## src/rtl/csel_pkg.sv

```systemverilog
package csel_pkg;
  localparam int CS_AW   = 32;
  localparam int CS_SW   = 3;
  localparam int CS_GRAN = 8;
  localparam int CS_WW   = 2;
  localparam int CS_BW   = CS_AW - CS_GRAN;
  localparam int CS_CW   = CS_WW + 1;

  // base register fields
  localparam int B_VALID = 7;
  localparam int B_WP    = 6;
  localparam int B_FAST  = 5;
  localparam int B_SPC   = 0;
  // mask register fields
  localparam int M_SMASK = 5;
  localparam int M_WIDE  = 4;
  localparam int M_WAIT  = 0;

  typedef struct packed {
    logic [CS_BW-1:0] base;
    logic             valid;
    logic             wp;
    logic             fast;
    logic [CS_SW-1:0] space;
    logic [CS_BW-1:0] amask;
    logic [CS_SW-1:0] smask;
    logic             wide;
    logic [CS_WW-1:0] waits;
  } chan_cfg_t;

  typedef enum logic [1:0] {
    ACK_NONE = 2'b00,
    ACK_BYTE = 2'b01,
    ACK_WORD = 2'b10
  } ack_code_t;

  function automatic logic [1:0] lane_map(input logic wide, input logic word, input logic a0);
    if (!wide)     return 2'b10;
    else if (word) return 2'b11;
    else if (a0)   return 2'b01;
    else           return 2'b10;
  endfunction
endpackage

```

## src/rtl/csel_regs.sv

```systemverilog
module csel_regs
  import csel_pkg::*;
#(
  parameter int NUM_CH = 4,
  localparam int RA_W = $clog2(NUM_CH) + 1,
  localparam int IW   = RA_W - 1
) (
  input  logic             clk,
  input  logic             rst_n,
  input  logic             we,
  input  logic [RA_W-1:0]  addr,
  input  logic [CS_AW-1:0] wdata,
  output chan_cfg_t        cfg [NUM_CH],
  output logic             boot
);
  for (genvar ch = 0; ch < NUM_CH; ch++) begin : g_ch
    chan_cfg_t r;
    logic      hit_me;
    assign hit_me  = we && (addr[RA_W-1:1] == IW'(ch));
    always_ff @(posedge clk or negedge rst_n) begin
      if (!rst_n) begin
        r <= '0;
      end else if (hit_me) begin
        if (!addr[0]) begin
          r.base  <= wdata[CS_AW-1:CS_GRAN];
          r.valid <= wdata[B_VALID];
          r.wp    <= wdata[B_WP];
          r.fast  <= wdata[B_FAST];
          r.space <= wdata[B_SPC +: CS_SW];
        end else begin
          r.amask <= wdata[CS_AW-1:CS_GRAN];
          r.smask <= wdata[M_SMASK +: CS_SW];
          r.wide  <= wdata[M_WIDE];
          r.waits <= wdata[M_WAIT +: CS_WW];
        end
      end
    end
    assign cfg[ch] = r;
  end

  // boot decode stays on until channel 0 is first marked valid
  always_ff @(posedge clk or negedge rst_n) begin
    if (!rst_n)                                   boot <= 1'b1;
    else if (we && addr == '0 && wdata[B_VALID])  boot <= 1'b0;
  end
endmodule

```

## src/rtl/csel_match.sv

```systemverilog
module csel_match
  import csel_pkg::*;
(
  input  chan_cfg_t        cfg,
  input  logic             boot_en,
  input  logic [CS_AW-1:0] addr,
  input  logic [CS_SW-1:0] space,
  output logic             hit
);
  logic addr_ok, space_ok;
  always_comb begin
    addr_ok  = (((addr[CS_AW-1:CS_GRAN] ^ cfg.base) & ~cfg.amask) == '0);
    space_ok = (((space ^ cfg.space) & ~cfg.smask) == '0);
    hit      = boot_en | (cfg.valid & addr_ok & space_ok);
  end
endmodule

```

## src/rtl/csel_pick.sv

```systemverilog
module csel_pick #(
  parameter int NUM_CH = 4
) (
  input  logic [NUM_CH-1:0] hits,
  output logic [NUM_CH-1:0] grant,
  output logic              any
);
  always_comb begin
    grant = '0;
    any   = 1'b0;
    for (int i = 0; i < NUM_CH; i++) begin
      if (hits[i] && !any) begin
        grant[i] = 1'b1;
        any      = 1'b1;
      end
    end
  end
endmodule

```

## src/rtl/csel_seq.sv

```systemverilog
module csel_seq
  import csel_pkg::*;
#(
  parameter int NUM_CH = 4
) (
  input  logic              clk,
  input  logic              rst_n,
  input  logic              acc_valid,
  input  logic              acc_write,
  input  logic              acc_word,
  input  logic              acc_a0,
  input  logic [NUM_CH-1:0] grant,
  input  logic              any,
  input  chan_cfg_t         sel,
  output logic              acc_ready,
  output logic [NUM_CH-1:0] cs_n,
  output logic [1:0]        ack,
  output logic [1:0]        lanes,
  output logic              wp_fault
);
  logic              busy;
  logic [CS_CW-1:0]  cnt;
  logic [NUM_CH-1:0] cs_q;
  logic              wide_q;
  logic [1:0]        lanes_q;
  logic              take, blocked, start;

  assign take    = acc_valid && !busy;
  assign blocked = any && sel.wp && acc_write;
  assign start   = take && any && !blocked;

  always_ff @(posedge clk or negedge rst_n) begin
    if (!rst_n) begin
      busy     <= 1'b0;
      cnt      <= '0;
      cs_q     <= '0;
      wide_q   <= 1'b0;
      lanes_q  <= 2'b00;
      wp_fault <= 1'b0;
    end else begin
      wp_fault <= take && blocked;
      if (start) begin
        busy    <= 1'b1;
        cs_q    <= grant;
        wide_q  <= sel.wide;
        lanes_q <= lane_map(sel.wide, acc_word, acc_a0);
        cnt     <= sel.fast ? '0 : ({1'b0, sel.waits} + CS_CW'(1));
      end else if (busy) begin
        if (cnt == '0) begin
          busy    <= 1'b0;
          cs_q    <= '0;
          lanes_q <= 2'b00;
        end else begin
          cnt <= cnt - CS_CW'(1);
        end
      end
    end
  end

  always_comb begin
    ack = ACK_NONE;
    if (busy && cnt == '0) ack = wide_q ? ACK_WORD : ACK_BYTE;
  end

  assign acc_ready = !busy;
  assign cs_n      = ~cs_q;
  assign lanes     = lanes_q;
endmodule

```

## src/rtl/csel_unit.sv

```systemverilog
module csel_unit
  import csel_pkg::*;
#(
  parameter int NUM_CH = 4
) (
  input  logic                      clk,
  input  logic                      rst_n,
  input  logic                      reg_we,
  input  logic [$clog2(NUM_CH):0]   reg_addr,
  input  logic [31:0]               reg_wdata,
  input  logic                      acc_valid,
  output logic                      acc_ready,
  input  logic [31:0]               acc_addr,
  input  logic [2:0]                acc_space,
  input  logic                      acc_write,
  input  logic                      acc_word,
  output logic [NUM_CH-1:0]         cs_n,
  output logic [1:0]                ack,
  output logic [1:0]                lanes,
  output logic                      wp_fault
);
  chan_cfg_t         cfg [NUM_CH];
  logic              boot;
  logic [NUM_CH-1:0] hits, grant;
  logic              any;
  chan_cfg_t         sel;

  csel_regs #(.NUM_CH(NUM_CH)) u_regs (
    .clk(clk), .rst_n(rst_n), .we(reg_we), .addr(reg_addr),
    .wdata(reg_wdata), .cfg(cfg), .boot(boot)
  );

  for (genvar ch = 0; ch < NUM_CH; ch++) begin : g_dec
    logic boot_en;
    if (ch == 0) begin : g_boot
      assign boot_en = boot;
    end else begin : g_plain
      assign boot_en = 1'b0;
    end
    csel_match u_match (
      .cfg(cfg[ch]), .boot_en(boot_en), .addr(acc_addr),
      .space(acc_space), .hit(hits[ch])
    );
  end

  csel_pick #(.NUM_CH(NUM_CH)) u_pick (.hits(hits), .grant(grant), .any(any));

  always_comb begin
    sel = '0;
    for (int i = 0; i < NUM_CH; i++) if (grant[i]) sel = cfg[i];
  end

  csel_seq #(.NUM_CH(NUM_CH)) u_seq (
    .clk(clk), .rst_n(rst_n), .acc_valid(acc_valid), .acc_write(acc_write),
    .acc_word(acc_word), .acc_a0(acc_addr[0]), .grant(grant), .any(any),
    .sel(sel), .acc_ready(acc_ready), .cs_n(cs_n), .ack(ack),
    .lanes(lanes), .wp_fault(wp_fault)
  );
endmodule

```

## config.mk

```make
export PLATFORM = sky130hd
export DESIGN_NAME = csel_unit
export DESIGN_NICKNAME = d
export VERILOG_FILES = /design/src/rtl/csel_pkg.sv /design/src/rtl/csel_regs.sv /design/src/rtl/csel_match.sv /design/src/rtl/csel_pick.sv /design/src/rtl/csel_seq.sv /design/src/rtl/csel_unit.sv
export SDC_FILE = /design/constraint.sdc
export NUM_CORES = 1
export LEC_CHECK = 0
export ABC_CLOCK_PERIOD_IN_PS = 2900
export CAP_MARGIN = 20
export CORE_MARGIN = 3
export CORE_UTILIZATION = 37
export DETAILED_ROUTE_END_ITERATION = 8
export GPL_ROUTABILITY_DRIVEN = 0
export MAX_ROUTING_LAYER = met4
export PLACE_DENSITY = 0.63
export REMOVE_ABC_BUFFERS = 1
export SLEW_MARGIN = 25
export SYNTH_ARGS = -nofsm -noshare
export SYNTH_HDL_FRONTEND = slang
export SYNTH_SLANG_ARGS = --single-unit
```

## constraint.sdc

```tcl
create_clock -name clk -period 2.9 [get_ports clk]
set_clock_uncertainty 0.1 [all_clocks]
set_input_delay 0.58 -clock clk [delete_from_list [all_inputs] [get_ports clk]]
set_output_delay 0.58 -clock clk [all_outputs]
set_load 0.1 [all_outputs]
```

[Word-level counts from Yosys, hierarchy flattened]
Index checks and enable logic that the tools add are counted.
Word-level totals
  register bits: 253
  bits in latches: 0
  bits in writable memories: 0
  ROM bits: 0
  input bits: 76
  output and inout port bits: 10
  logic and storage cells: 157
  memories: 0
Cells by class
  $add $sub $neg: 2
  multipliers: 0
  div/mod/pow operators: 0
  magnitude comparators: 0
  eq/ne operators: 4
  shifts and indexed selects: 0
  multiplexer cells: 29
  bitwise logic cells: 35
  reduce and logical (&&, ||, !) cells: 44
Operator list (number)
  $mux W35: 4
  $and A24 B24 Y24: 4
  $logic_not A24 Y1: 4
  $not A24 Y24: 4
  $xor A24 B24 Y24: 4
  $reduce_and A2 Y1: 10
  $logic_not A3 Y1: 6
  $logic_and A1 B1 Y1: 16
  $mux W2: 8
  $and A3 B3 Y3: 4
  $mux W3: 4
  $mux W4: 3
  $not A3 Y3: 4
  $xor A3 B3 Y3: 4
  $mux W1: 10
  $and A1 B1 Y1: 8
  $logic_not A1 Y1: 5
  $eq A2 B2 Y1 const B: 2
  $not A4 Y4: 1
  $reduce_bool A2 Y1: 2
  $add A2 B1 Y3 const B: 1
  $sub A3 B1 Y3 const B: 1
  $eq A2 B1 Y1 const B: 1
  $logic_not A2 Y1: 1
  other kinds (3): 3

[Longest topological paths before layout]
  depth in word-level cells: 23
  mapped depth: 12
  gate-level depth less buffers: 10

[Modules after synthesis]
A second synthesis with hierarchy kept.
Unflattened totals
  cell total of the unflattened synthesis: 994
  area, all modules: 12605.8 um2
Modules (own cells, without submodules)
  csel_regs: instances 1, cells an instance 514, area each 9031.2 um2, sequential area each 6032.0 um2
  csel_unit: instances 1, cells an instance 220, area each 1458.9 um2, sequential area each 0.0 um2
  csel_match: instances 4, cells an instance 46, area each 356.6 um2, sequential area each 0.0 um2
  csel_seq: instances 1, cells an instance 71, area each 651.9 um2, sequential area each 300.3 um2
  csel_pick: instances 1, cells an instance 5, area each 37.5 um2, sequential area each 0.0 um2

[Least setup slack after synthesis]
OpenSTA, ideal clock, no wires.
  path kind: flip-flop to output port
  from: register u_seq.busy
  to: output ack[0]
  data arrival time: 2.605 ns
  data required time: 2.220 ns
  slack: -0.385 ns
  stages on the path, launching flop included: 5
  buffers on the path: 1
  path through: dfrtp_1 -> inv_1 -> or2_2 -> clkbuf_1 -> nor2_1
On the way
  longest elaborated chain between the ends: 2
Ends and longest elaborated chain
  start, declared: RTL line csel_seq.sv:21  | logic busy;
  start signal, assigned: RTL line csel_seq.sv:34  | busy <= 1'b0;
  start signal, assigned: RTL line csel_seq.sv:43  | busy <= 1'b1;
  start signal, assigned: RTL line csel_seq.sv:50  | busy <= 1'b0;
  $logic_and A1 B1 Y1: RTL line csel_seq.sv:62  | if (busy && cnt == '0) ack = wide_q ? ACK_WORD : ACK_BYTE;
  $mux W2: RTL line csel_seq.sv:62
  end, declared: RTL line csel_unit.sv:18  | output logic [1:0] ack,
No other way between the ends.

[Worst setup path after layout]
  from: input acc_space[2]
  to: register u_seq.cnt[1]
On the way
  longest elaborated chain between the ends: 22
  elaborated cells on any way between the ends: 45
  classes of those cells: 1 x add/sub; 1 x eq/ne; 13 x mux; 13 x bitwise; 17 x reduce/logical
Ends and longest elaborated chain
  start, declared: RTL line csel_unit.sv:14  | input logic [2:0] acc_space,
  $xor A3 B3 Y3: RTL line csel_match.sv:13  | space_ok = (((space ^ cfg.space) & ~cfg.smask) == '0);
  $and A3 B3 Y3: RTL line csel_match.sv:13
  $logic_not A3 Y1: RTL line csel_match.sv:13
  $and A1 B1 Y1: RTL line csel_match.sv:14  | hit = boot_en | (cfg.valid & addr_ok & space_ok);
  $or A1 B1 Y1: RTL line csel_match.sv:14
  $mux W1: RTL line csel_pick.sv:12  | if (hits[i] && !any) begin
  $logic_not A1 Y1: RTL line csel_pick.sv:12
  $logic_and A1 B1 Y1: RTL line csel_pick.sv:12
  [5 not listed]
  $logic_and A1 B1 Y1: RTL line csel_pick.sv:12
  $mux W1: RTL line csel_pick.sv:12
  $mux W35: RTL line csel_unit.sv:50  | for (int i = 0; i < NUM_CH; i++) if (grant[i]) sel = cfg[i];
  $logic_and A1 B1 Y1 (2 in a row): RTL line csel_seq.sv:29  | assign blocked = any && sel.wp && acc_write;
  $logic_not A1 Y1: RTL line csel_seq.sv:30  | assign start = take && any && !blocked;
  $logic_and A1 B1 Y1: RTL line csel_seq.sv:30
  $ne A2 B1 Y1 (no source line) or $reduce_bool A2 Y1 (tied branches)
  $reduce_and A2 Y1 (no source line)
  end signal, assigned: RTL line csel_seq.sv:47  | cnt <= sel.fast ? '0 : ({1'b0, sel.waits} + CS_CW'(1));
  end signal, assigned: RTL line csel_seq.sv:54  | cnt <= cnt - CS_CW'(1);
  end, declared: RTL line csel_seq.sv:22  | logic [CS_CW-1:0] cnt;
Parallel ways exist; a longest one is shown, timed or not.
A chain may end at the register's enable or synchronous reset.

==> flow_metrics.tcl <==
set metrics [dict create \
    status "finished clean" \
    cp_slowest_cell "clkdlybuf4s50_1" \
    io_buffers 77 \
    io_pins 86 \
    crit_type "primary input to register" \
    synth_top_cell_by_area "dfrtp_1" \
    cts_setup_buffers 0 \
    synth_top_family_by_area "multiplexers" \
    ys_ff_latch 253 \
    routed_wl_mm 28.9 \
    overflow 0 \
    first_global_vias 7674 \
    final.period_utilization 0.975 \
    cp_data_arrival_time_ns 3.17 \
    yosysSeqAreaShare 0.549 \
    relSlewSlack 0.582 \
    num_vias 7199 \
    fin_nets 1073 \
    cts_tree "done" \
    synth_warnings 0 \
    grt_pass1_wl_mm 45.1 \
    route.met3.wl_mm 1.17 \
    numCtsBuffers 29 \
    rsz0062_at_grt "yes" \
    syn_to_final_growth_pct 26.2 \
    viasPerCell 5.12 \
    root_buffer "clkbuf_16" \
    final_antenna_net_count 0 \
    path_max_fanout 3 \
    die_area_um2 33300 \
    crit_top_cell "nor2_1" \
    multi_input_area_um2 5110 \
    setup_ws_ns 0.0713 \
    antennaDiodeCount 0 \
    drc 0 \
    antenna_found_initial 0 \
    synthTopCellsByCount "dfrtp_1, mux2_2, xnor2_1, o22ai_1, buf_4" \
    fin_tns_setup_ns 0 \
    start_util 0.382 \
    synthMostInstantiatedCell "dfrtp_1" \
    tightest_slew_ns 0.625 \
    die_y_um 182 \
    synthDistinctLibCells 51 \
    drtPass1Iterations 4 \
    wl_per_cell_um 20.6 \
    max_freq_ghz 0.354 \
    synthSimpleGateAreaFrac 0.0375 \
    muxShareOfSynthArea 0.240 \
    path_buf_inv 3 \
    drtIter0Drc 332 \
    maxCapViolCount 0 \
    ys.flop_type "dfrtp_1" \
    fillers 2654 \
    maxSlewViolCount 0 \
    insertion_delay_ns 0.56 \
    htree_num_levels 1 \
    drive_gt1_frac 0.428 \
    clk_pin_slew_ns 0.06 \
    dp_hpwl_mm 19.7 \
    hold_viol 0 \
    crit_path_max_incr_delay_ns 0.50 \
    cp_top_family "simple AND/OR/NAND/NOR gates" \
    top_layer "met4" \
    seq_area_um2 6330 \
    critPathRequiredTime_ns 3.24 \
    crit_path_start_kind "primary input" \
    met2_length_mm 14.1 \
    synth_top_area_frac 0.547 \
    synth_edf_count 0 \
    setup_viol 0 \
    final_cell_area_um2 14500 \
    hold_class "register to register" \
    dp_slack_ns -0.803 \
    grt_start_max_net_pins 75 \
    synth_fa_ha_area_frac 0.00326 \
    path_cells "clkdlybuf4s50_1, buf_4, xnor2_1, o22ai_1, nor2_1, and4_4, nor2_1, a221oi_2, o22a_1, inv_1, ha_1, a31o_1" \
    ir_drop_mv 0.431 \
    syn_inst 846 \
    crit_path_end_kind "register" \
    async_flop_share 1.00 \
    synth_area_per_cell_um2 13.6 \
    core_area_um2 30200 \
    power.leakage_nw 6.14 \
    grt_use_total 0.178 \
    synth_compound_area_frac 0.0550 \
    p_total_mw 10.6 \
    hold_ws_ns 0.400 \
    cts_buffer_depth 3 \
    post-route-min-period_ns 2.83 \
    synthTopCellsByArea "dfrtp_1, mux2_2, xnor2_1, o22ai_1, buf_4" \
    dpl_cell_area_um2 13300 \
    die_x_um 182 \
    met1Wirelength_mm 13.1 \
    power_density_nw_per_um2 730 \
    core.rowCount 63 \
    syn-cell-area_um2 11500 \
    synthXorXnorAreaFrac 0.0836 \
    cts_sinks 253 \
]
-- sequential cells by signal (all words and copies together) (netlist names) --
signal	count
u_regs.boot	1
u_regs.cfg	240
u_seq.busy	1
u_seq.cnt	3
u_seq.cs_q	4
u_seq.lanes	2
u_seq.wide_q	1
u_seq.wp_fault	1
-- kinds of logic after synthesis --
family | after synthesis
adders and majority gates | 3
and+or+nand+nor | 75
xor gates and xnor gates | 110
muxes | 246
DFF | 253
AOI/OAI and AO/OA | 94
buffers and inverters | 65
-- path summary, 6_finish.rpt --
check	start	end	slack, ns	cells past startpoint
min in group asynchronous	rst_n	u_regs.cfg[106]	0.46	2
hold reg to reg	u_regs.cfg[132]	u_regs.cfg[132]	0.40	1
max in group asynchronous	rst_n	u_regs.boot	1.37	3
setup / recovery	acc_space[2]	u_seq.cnt[1]	0.07	12
hold / removal	u_regs.cfg[132]	u_regs.cfg[132]	0.40	1
setup reg to reg	u_regs.cfg[166]	u_seq.cnt[1]	0.16	11
-- area by class of cell --
| type | instances | area share |
|---|---|---|
| inverters | 10 | 0.00258 |
| clock buffers | 42 | 0.0574 |
| clock inverters | 11 | 0.00731 |
| multi-input cells | 529 | 0.351 |
| well taps | 390 | 0.0335 |
| repair buffers | 171 | 0.113 |
| flip-flops and latches | 253 | 0.435 |
-- power by group --
group | switching, mW | internal, mW
sequential | 0.484 | 4.28
clock | 1.48 | 2.09
combinational | 0.972 | 1.32
-- layer usage --
metal / vias up / GRT usage
li1: 3347 / -
met1: 3691 / 0.235
met3: 48 / 0.0263
met5: - / -
met4: 0 / 0.0356
met2: 113 / 0.296
-- repair_timing --
item,4_1_cts,5_1_grt
hold endpoints to repair,69,0
pin swaps,5,16
cloned,0,1
setup endpoints to repair,11,11
hold buffers,1,0
gates resized for setup,13,44
-- metrics by stage --
| stage | instances | util |
|---|---|---|
| 4_1_cts | 1405 | 0.474 |
| 6_report | 1406 | 0.482 |
| 3_5_place_dp | 1351 | 0.441 |
| 2_1_floorplan | 791 | - |
| 5_1_grt | 1406 | 0.482 |
| 3_3_place_gp | 1351 | 0.441 |
-- layout by cell type (no fill, tap or decap), drive strengths merged, types with 3 or more instances in the layout --
| cell type | instances |
|---|---|
| dfrtp | 252 |
| mux2 | 240 |
| xnor2 | 109 |
| buf | 104 |
| o22ai | 65 |
| clkdlybuf4s50 | 49 |
| clkbuf | 42 |
| nand2 | 16 |
| nor4 | 15 |
| dlymetal6s2s | 14 |
| nor2 | 13 |
| inv | 11 |
| clkinv | 9 |
| mux2i | 6 |
| o21ai | 5 |
| a31oi | 5 |
| nand2b | 4 |
| and4 | 4 |
| nor3 | 4 |
| nor3b | 4 |
| nand4b | 3 |
| a31o | 3 |
| ha | 3 |
| dlygate4sd2 | 3 |
| and3 | 3 |
Power figures use the tool's default switching activity.
